--- config.mk ---
export PLATFORM = sky130hd
export DESIGN_NAME = pwr_mode_seq
export DESIGN_NICKNAME = d
export VERILOG_FILES = /design/src/rtl/pwr_seq_pkg.sv /design/src/rtl/pwr_mode_fsm.sv /design/src/rtl/pwr_wake_timer.sv /design/src/rtl/pwr_out_stage.sv /design/src/rtl/pwr_mode_seq.sv
export SDC_FILE = /design/constraint.sdc
export NUM_CORES = 1
export LEC_CHECK = 0
export ABC_CLOCK_PERIOD_IN_PS = 5000
export BUFFER_PORTS_ARGS = -buffer_cell sky130_fd_sc_hd__buf_2
export CAP_MARGIN = 20
export CORE_ASPECT_RATIO = 0.7
export CORE_UTILIZATION = 35
export DETAILED_ROUTE_END_ITERATION = 6
export HOLD_SLACK_MARGIN = 0.15
export SETUP_SLACK_MARGIN = 0.02
export SKIP_LAST_GASP = 1
export SLEW_MARGIN = 15
export SYNTH_ARGS = -nofsm -noshare
export SYNTH_HDL_FRONTEND = slang
export SYNTH_SLANG_ARGS = --single-unit
--- constraint.sdc ---
create_clock -name clk -period 5 [get_ports clk]
set_clock_uncertainty 0.15 [all_clocks]
set_input_delay 1 -clock clk [delete_from_list [all_inputs] [get_ports clk]]
set_output_delay 1 -clock clk [all_outputs]
set_load 0.05 [all_outputs]
--- src/rtl/pwr_seq_pkg.sv ---
package pwr_seq_pkg;

  typedef enum logic [1:0] {
    ST_RUN   = 2'd0,
    ST_SLEEP = 2'd1,
    ST_STOP  = 2'd2,
    ST_WAKE  = 2'd3
  } pwr_state_e;

  typedef struct packed {
    logic lp;
    logic fpd;
  } stop_cfg_t;

endpackage

--- src/rtl/pwr_mode_fsm.sv ---
module pwr_mode_fsm
  import pwr_seq_pkg::*;
(
  input  logic       clk,
  input  logic       rst,
  input  logic       wfi_i,
  input  logic       exc_ret_i,
  input  logic       ret_sleep_i,
  input  logic       deep_i,
  input  logic       reg_lp_i,
  input  logic       flash_pd_i,
  input  logic       irq_i,
  input  logic       wake_done_i,
  output pwr_state_e state_d,
  output stop_cfg_t  cfg_d,
  output logic       load_o,
  output logic       waking_o
);

  pwr_state_e state_q;
  stop_cfg_t  cfg_q;
  logic       entry_req;

  // An exception return only counts when return-to-sleep is armed
  assign entry_req = wfi_i | (exc_ret_i & ret_sleep_i);
  assign load_o    = (state_q == ST_STOP) && irq_i;
  assign waking_o  = (state_q == ST_WAKE);

  always_comb begin
    state_d = state_q;
    cfg_d   = cfg_q;
    case (state_q)
      ST_RUN: begin
        if (entry_req) begin
          if (deep_i) begin
            state_d   = ST_STOP;
            cfg_d.lp  = reg_lp_i;
            cfg_d.fpd = flash_pd_i;
          end else begin
            state_d = ST_SLEEP;
          end
        end
      end
      ST_SLEEP: if (irq_i) state_d = ST_RUN;
      ST_STOP:  if (irq_i) state_d = ST_WAKE;
      ST_WAKE:  if (wake_done_i) state_d = ST_RUN;
      default:  state_d = ST_RUN;
    endcase
  end

  always_ff @(posedge clk) begin
    if (rst) begin
      state_q <= ST_RUN;
      cfg_q   <= '0;
    end else begin
      state_q <= state_d;
      cfg_q   <= cfg_d;
    end
  end

endmodule

--- src/rtl/pwr_wake_timer.sv ---
module pwr_wake_timer
  import pwr_seq_pkg::*;
#(
  parameter int RC_CYC    = 16,
  parameter int FLASH_CYC = 24,
  parameter int REG_CYC   = 32,
  parameter int CW        = 7
) (
  input  logic          clk,
  input  logic          rst,
  input  logic          load_i,
  input  logic          active_i,
  input  stop_cfg_t     cfg_i,
  output logic [CW-1:0] cnt_d,
  output logic          done_o
);

  localparam logic [CW-1:0] RC_W  = CW'(RC_CYC);
  localparam logic [CW-1:0] FL_W  = CW'(FLASH_CYC);
  localparam logic [CW-1:0] RG_W  = CW'(REG_CYC);
  localparam logic [CW-1:0] ONE_W = CW'(1);

  logic [CW-1:0] cnt_q;
  logic [CW-1:0] sum_w;

  assign sum_w  = RC_W + (cfg_i.fpd ? FL_W : '0) + (cfg_i.lp ? RG_W : '0);
  assign done_o = active_i && (cnt_q == ONE_W);

  always_comb begin
    if (load_i)                     cnt_d = sum_w;
    else if (active_i && !done_o)   cnt_d = cnt_q - ONE_W;
    else                            cnt_d = '0;
  end

  always_ff @(posedge clk) begin
    if (rst) cnt_q <= '0;
    else     cnt_q <= cnt_d;
  end

endmodule

--- src/rtl/pwr_out_stage.sv ---
module pwr_out_stage
  import pwr_seq_pkg::*;
#(
  parameter int RC_CYC    = 16,
  parameter int FLASH_CYC = 24,
  parameter int CW        = 7
) (
  input  logic          clk,
  input  logic          rst,
  input  pwr_state_e    state_d,
  input  stop_cfg_t     cfg_d,
  input  logic [CW-1:0] cnt_d,
  input  logic          pll_req_i,
  input  logic          xtal_req_i,
  output logic          core_run_o,
  output logic          dom_clk_en_o,
  output logic          pll_en_o,
  output logic          rc_osc_en_o,
  output logic          xtal_en_o,
  output logic          reg_lp_o,
  output logic          flash_pd_o,
  output logic [1:0]    state_o
);

  localparam logic [CW-1:0] RC_W = CW'(RC_CYC);
  localparam logic [CW-1:0] FL_W = CW'(FLASH_CYC);

  logic [CW-1:0] fl_term;
  logic          awake;
  logic          rc_d, fpd_d, lp_d;

  assign fl_term = cfg_d.fpd ? FL_W : '0;
  assign awake   = (state_d == ST_RUN) || (state_d == ST_SLEEP);

  always_comb begin
    rc_d  = 1'b1;
    fpd_d = 1'b0;
    lp_d  = 1'b0;
    case (state_d)
      ST_STOP: begin
        rc_d  = 1'b0;
        fpd_d = cfg_d.fpd;
        lp_d  = cfg_d.lp;
      end
      ST_WAKE: begin
        // regulator first, then RC oscillator, then flash power
        rc_d  = (cnt_d <= RC_W + fl_term);
        fpd_d = cfg_d.fpd && (cnt_d > fl_term);
      end
      default: ;
    endcase
  end

  always_ff @(posedge clk) begin
    if (rst) begin
      core_run_o   <= 1'b1;
      dom_clk_en_o <= 1'b1;
      pll_en_o     <= 1'b0;
      rc_osc_en_o  <= 1'b1;
      xtal_en_o    <= 1'b0;
      reg_lp_o     <= 1'b0;
      flash_pd_o   <= 1'b0;
      state_o      <= ST_RUN;
    end else begin
      core_run_o   <= (state_d == ST_RUN);
      dom_clk_en_o <= awake;
      pll_en_o     <= awake && pll_req_i;
      xtal_en_o    <= awake && xtal_req_i;
      rc_osc_en_o  <= rc_d;
      reg_lp_o     <= lp_d;
      flash_pd_o   <= fpd_d;
      state_o      <= state_d;
    end
  end

endmodule

--- src/rtl/pwr_mode_seq.sv ---
module pwr_mode_seq
  import pwr_seq_pkg::*;
#(
  parameter int RC_CYC    = 16,
  parameter int FLASH_CYC = 24,
  parameter int REG_CYC   = 32
) (
  input  logic       clk,
  input  logic       rst,
  input  logic       wfi_i,
  input  logic       exc_ret_i,
  input  logic       ret_sleep_i,
  input  logic       deep_i,
  input  logic       reg_lp_i,
  input  logic       flash_pd_i,
  input  logic       irq_i,
  input  logic       pll_req_i,
  input  logic       xtal_req_i,
  output logic       core_run_o,
  output logic       dom_clk_en_o,
  output logic       pll_en_o,
  output logic       rc_osc_en_o,
  output logic       xtal_en_o,
  output logic       reg_lp_o,
  output logic       flash_pd_o,
  output logic [1:0] state_o
);

  localparam int SUM_MAX = RC_CYC + FLASH_CYC + REG_CYC;
  localparam int CW      = $clog2(SUM_MAX + 1);

  pwr_state_e    state_d;
  stop_cfg_t     cfg_d;
  logic          load, waking, done;
  logic [CW-1:0] cnt_d;

  pwr_mode_fsm fsm_i (
    .clk        (clk),
    .rst        (rst),
    .wfi_i      (wfi_i),
    .exc_ret_i  (exc_ret_i),
    .ret_sleep_i(ret_sleep_i),
    .deep_i     (deep_i),
    .reg_lp_i   (reg_lp_i),
    .flash_pd_i (flash_pd_i),
    .irq_i      (irq_i),
    .wake_done_i(done),
    .state_d    (state_d),
    .cfg_d      (cfg_d),
    .load_o     (load),
    .waking_o   (waking)
  );

  pwr_wake_timer #(
    .RC_CYC   (RC_CYC),
    .FLASH_CYC(FLASH_CYC),
    .REG_CYC  (REG_CYC),
    .CW       (CW)
  ) tmr_i (
    .clk     (clk),
    .rst     (rst),
    .load_i  (load),
    .active_i(waking),
    .cfg_i   (cfg_d),
    .cnt_d   (cnt_d),
    .done_o  (done)
  );

  pwr_out_stage #(
    .RC_CYC   (RC_CYC),
    .FLASH_CYC(FLASH_CYC),
    .CW       (CW)
  ) out_i (
    .clk         (clk),
    .rst         (rst),
    .state_d     (state_d),
    .cfg_d       (cfg_d),
    .cnt_d       (cnt_d),
    .pll_req_i   (pll_req_i),
    .xtal_req_i  (xtal_req_i),
    .core_run_o  (core_run_o),
    .dom_clk_en_o(dom_clk_en_o),
    .pll_en_o    (pll_en_o),
    .rc_osc_en_o (rc_osc_en_o),
    .xtal_en_o   (xtal_en_o),
    .reg_lp_o    (reg_lp_o),
    .flash_pd_o  (flash_pd_o),
    .state_o     (state_o)
  );

endmodule

==> qor.csv <==
metric,value,unit
Synth Cell Area,930,um2
Routed WL,1.93,mm
Wirelength per Cell,12.3,um
Synth warnings,0,
n_diodes,0,
R2R cell count,13,
r2r setup slk,1.39,ns
Final Hold Vio Count,0,
antenna violations before repair,0,
DP Worst Slack,0.830,ns
Max Cap Violations,0,
gr usage total,14.4,%
latest clock arrival within the worst-skew pair,0.25,ns
multi-input logic area,528,um2
reg2reg start,fsm_i.state_q[1],
placed inst area,1060,um2
hold buffer count at CTS,0,
Rel. slew slack,63.2,%
Fmax,0.253,GHz
Port Buffers,19,
CP max FO,5,
Max Slew Vio Count,0,
status,"complete, no violations",
critical path launch point,exc_ret_i,
TritonCTS Buffers,3,
first-pass GRT wire length,3.15,mm
initial core utilization,37.2,%
post-CTS setup buffers,0,
Pwr Total,368,uW
Final #Nets,142,
setup TNS,0,ns
Die Ht,45.1,um
cells after synthesis,103,
WP data required,5.00,ns
most frequent cells in the layout,"buf_2 (19), dfxtp_1 (18), nor2_1 (9)",
num rows,15,
worst path arrival time,3.95,ns
Critical Path Sink Type,flip-flop,
placed insts,153,
final period utilization,79.1,%
hold crit path type,reg2reg,
CTS tree,built,
CP Launch Type,primary input,
Ports,20,
grt ovf,0,
Tmin final,3.95,ns
clock tree buffer depth,2,
Lkg Pwr,0.503,nW
"Seq/Total Area, Yosys",38.8,%
RePlAce Congestion,0.805,
synthesized flop and latch total,18,
Die W,63.6,um
final setup margin,1.05,ns
H-tree depth,1,
register area,360,um2
Critical Path Sink,out_i.rc_osc_en_o,
Routed Antenna Nets,0,
worst hold margin,0.363,ns
first drt pass iteration count,4,
DP Wirelength,1.51,mm
Core Area,2500,um2
"commonest non-fill, non-tap cell in the layout",buf_2,
CP Class,in2reg,
clk root buf,clkbuf_8,
Finish-stage setup viols,0,
worst vdd ir,151,uV
Power Density,331,nW/um2
Synth cell types,35,
final std cells w/o fill,157,
syn nets,121,
layout cell share with drive strength beyond 1,23.6,%
measured slew at the worst slew-check pin,0.545,ns
RSZ-0062 raised after global routing,no,
die area,2870,um2
number of global-route vias before repair,647,
FF-to-FF End,out_i.rc_osc_en_o,
final core occ,44.5,%
design area,1110,um2
via count,777,
Filler cells,241,
Layout Area Growth over Synthesis,19.5,%
drc violations,0,
1st-iter DRT viols,36,
Clock transition at path regs,0.07,ns
routed vias/inst,4.95,
Post-CTS Resized,0,
clock sink count,18,
largest net degree at the start of global routing,15,
Post-Syn Area per Cell,9.03,um2
area by class of cell:
type | count | share of cell area, %
inverter | 8 | 2.70
tap | 34 | 3.83
timing repair buffer | 19 | 8.56
multi-input combinational | 74 | 47.5
sequential | 18 | 32.4
clock buffer | 4 | 4.95
Yosys cell counts, drive strengths merged:
library cell	count	share of area, %
a21oi	6	3.2
a31o	1	0.94
nor2	9	3.6
a211oi	1	0.81
or3	1	0.67
nor3b	1	0.81
a41o	1	1.1
a311oi	1	1.6
nand3	3	1.6
and3b	1	0.94
a31oi	2	1.3
and2	2	1.3
clkbuf	3	1.2
o41ai	2	1.9
o41a	1	1.2
nand2b	1	0.67
dfxtp	18	39
xor2	2	1.9
a21o	1	0.94
nor2b	4	2.7
nor4b	1	1.6
o21ai	1	0.54
mux2i	3	3.2
xnor2	1	0.94
inv	8	3.2
nand2	8	3.5
nor4	2	3.0
and3	2	1.3
nor3	6	3.2
o311a	1	1.1
o21a	1	0.81
ha	7	9.4
o21bai	1	0.81
how the worst min path moves through the flow:
stage / start / end / cells past startpoint
detailed placement: tmr_i.cnt_q[0] / tmr_i.cnt_q[0] / 1
finish: tmr_i.cnt_q[0] / tmr_i.cnt_q[0] / 1
CTS: tmr_i.cnt_q[0] / tmr_i.cnt_q[0] / 1
global placement: fsm_i.cfg_q[1] / fsm_i.cfg_q[1] / 2
floorplan: tmr_i.cnt_q[0] / tmr_i.cnt_q[0] / 1
global route: tmr_i.cnt_q[0] / tmr_i.cnt_q[0] / 1
cells by family (layout without fill, tap and decap cells):
family,count (synthesis),after routing,share of synthesized area [%]
simple gates,41,41,25.0
compound gates,20,20,16.3
flops,18,18,38.8
buf+inv,11,31,4.44
fa+ha+maj,7,7,9.42
xor+xnor,3,3,2.83
mux,3,3,3.23
power by group:
part | internal, mW | switching [mW] | leakage, nW
clock network | 0.0699 | 0.0480 | 0.0288
logic | 0.0311 | 0.0579 | 0.327
registers | 0.152 | 0.00936 | 0.147
worst max-delay path, cell delays in order:
cell and delay, ns:
buf_2 0.07, a21oi_1 0.09, nor4b_2 0.42, mux2i_1 0.50, inv_1 0.22, ha_1 0.33
nand2_1 0.06, nor2_1 0.05, a211oi_1 0.33, inv_1 0.10, ha_1 0.32, nand2_1 0.06
nor2_1 0.09, a21oi_1 0.07, o41ai_1 0.23
layer usage:
metal  wire length (um)  vias up  global-route usage (%)  share of wire [%]
li1                   -      409                       -                  -
met1               1080      351                    23.5                 56
met2                741       17                    17.4                 38
met3                113        0                    4.55                5.8
met4                  0        0                    2.27                  0
met5                  0        -                       0                  0
flip-flops by register name, indices dropped and copies added, names as in the netlist:
name                count
out_i.reg_lp_o          1
out_i.core_run_o        1
out_i.rc_osc_en_o       1
fsm_i.state_q           2
out_i.dom_clk_en_o      1
fsm_i.cfg_q             2
tmr_i.cnt_q             7
out_i.xtal_en_o         1
out_i.pll_en_o          1
out_i.flash_pd_o        1
(Power assumes the default switching activity.)
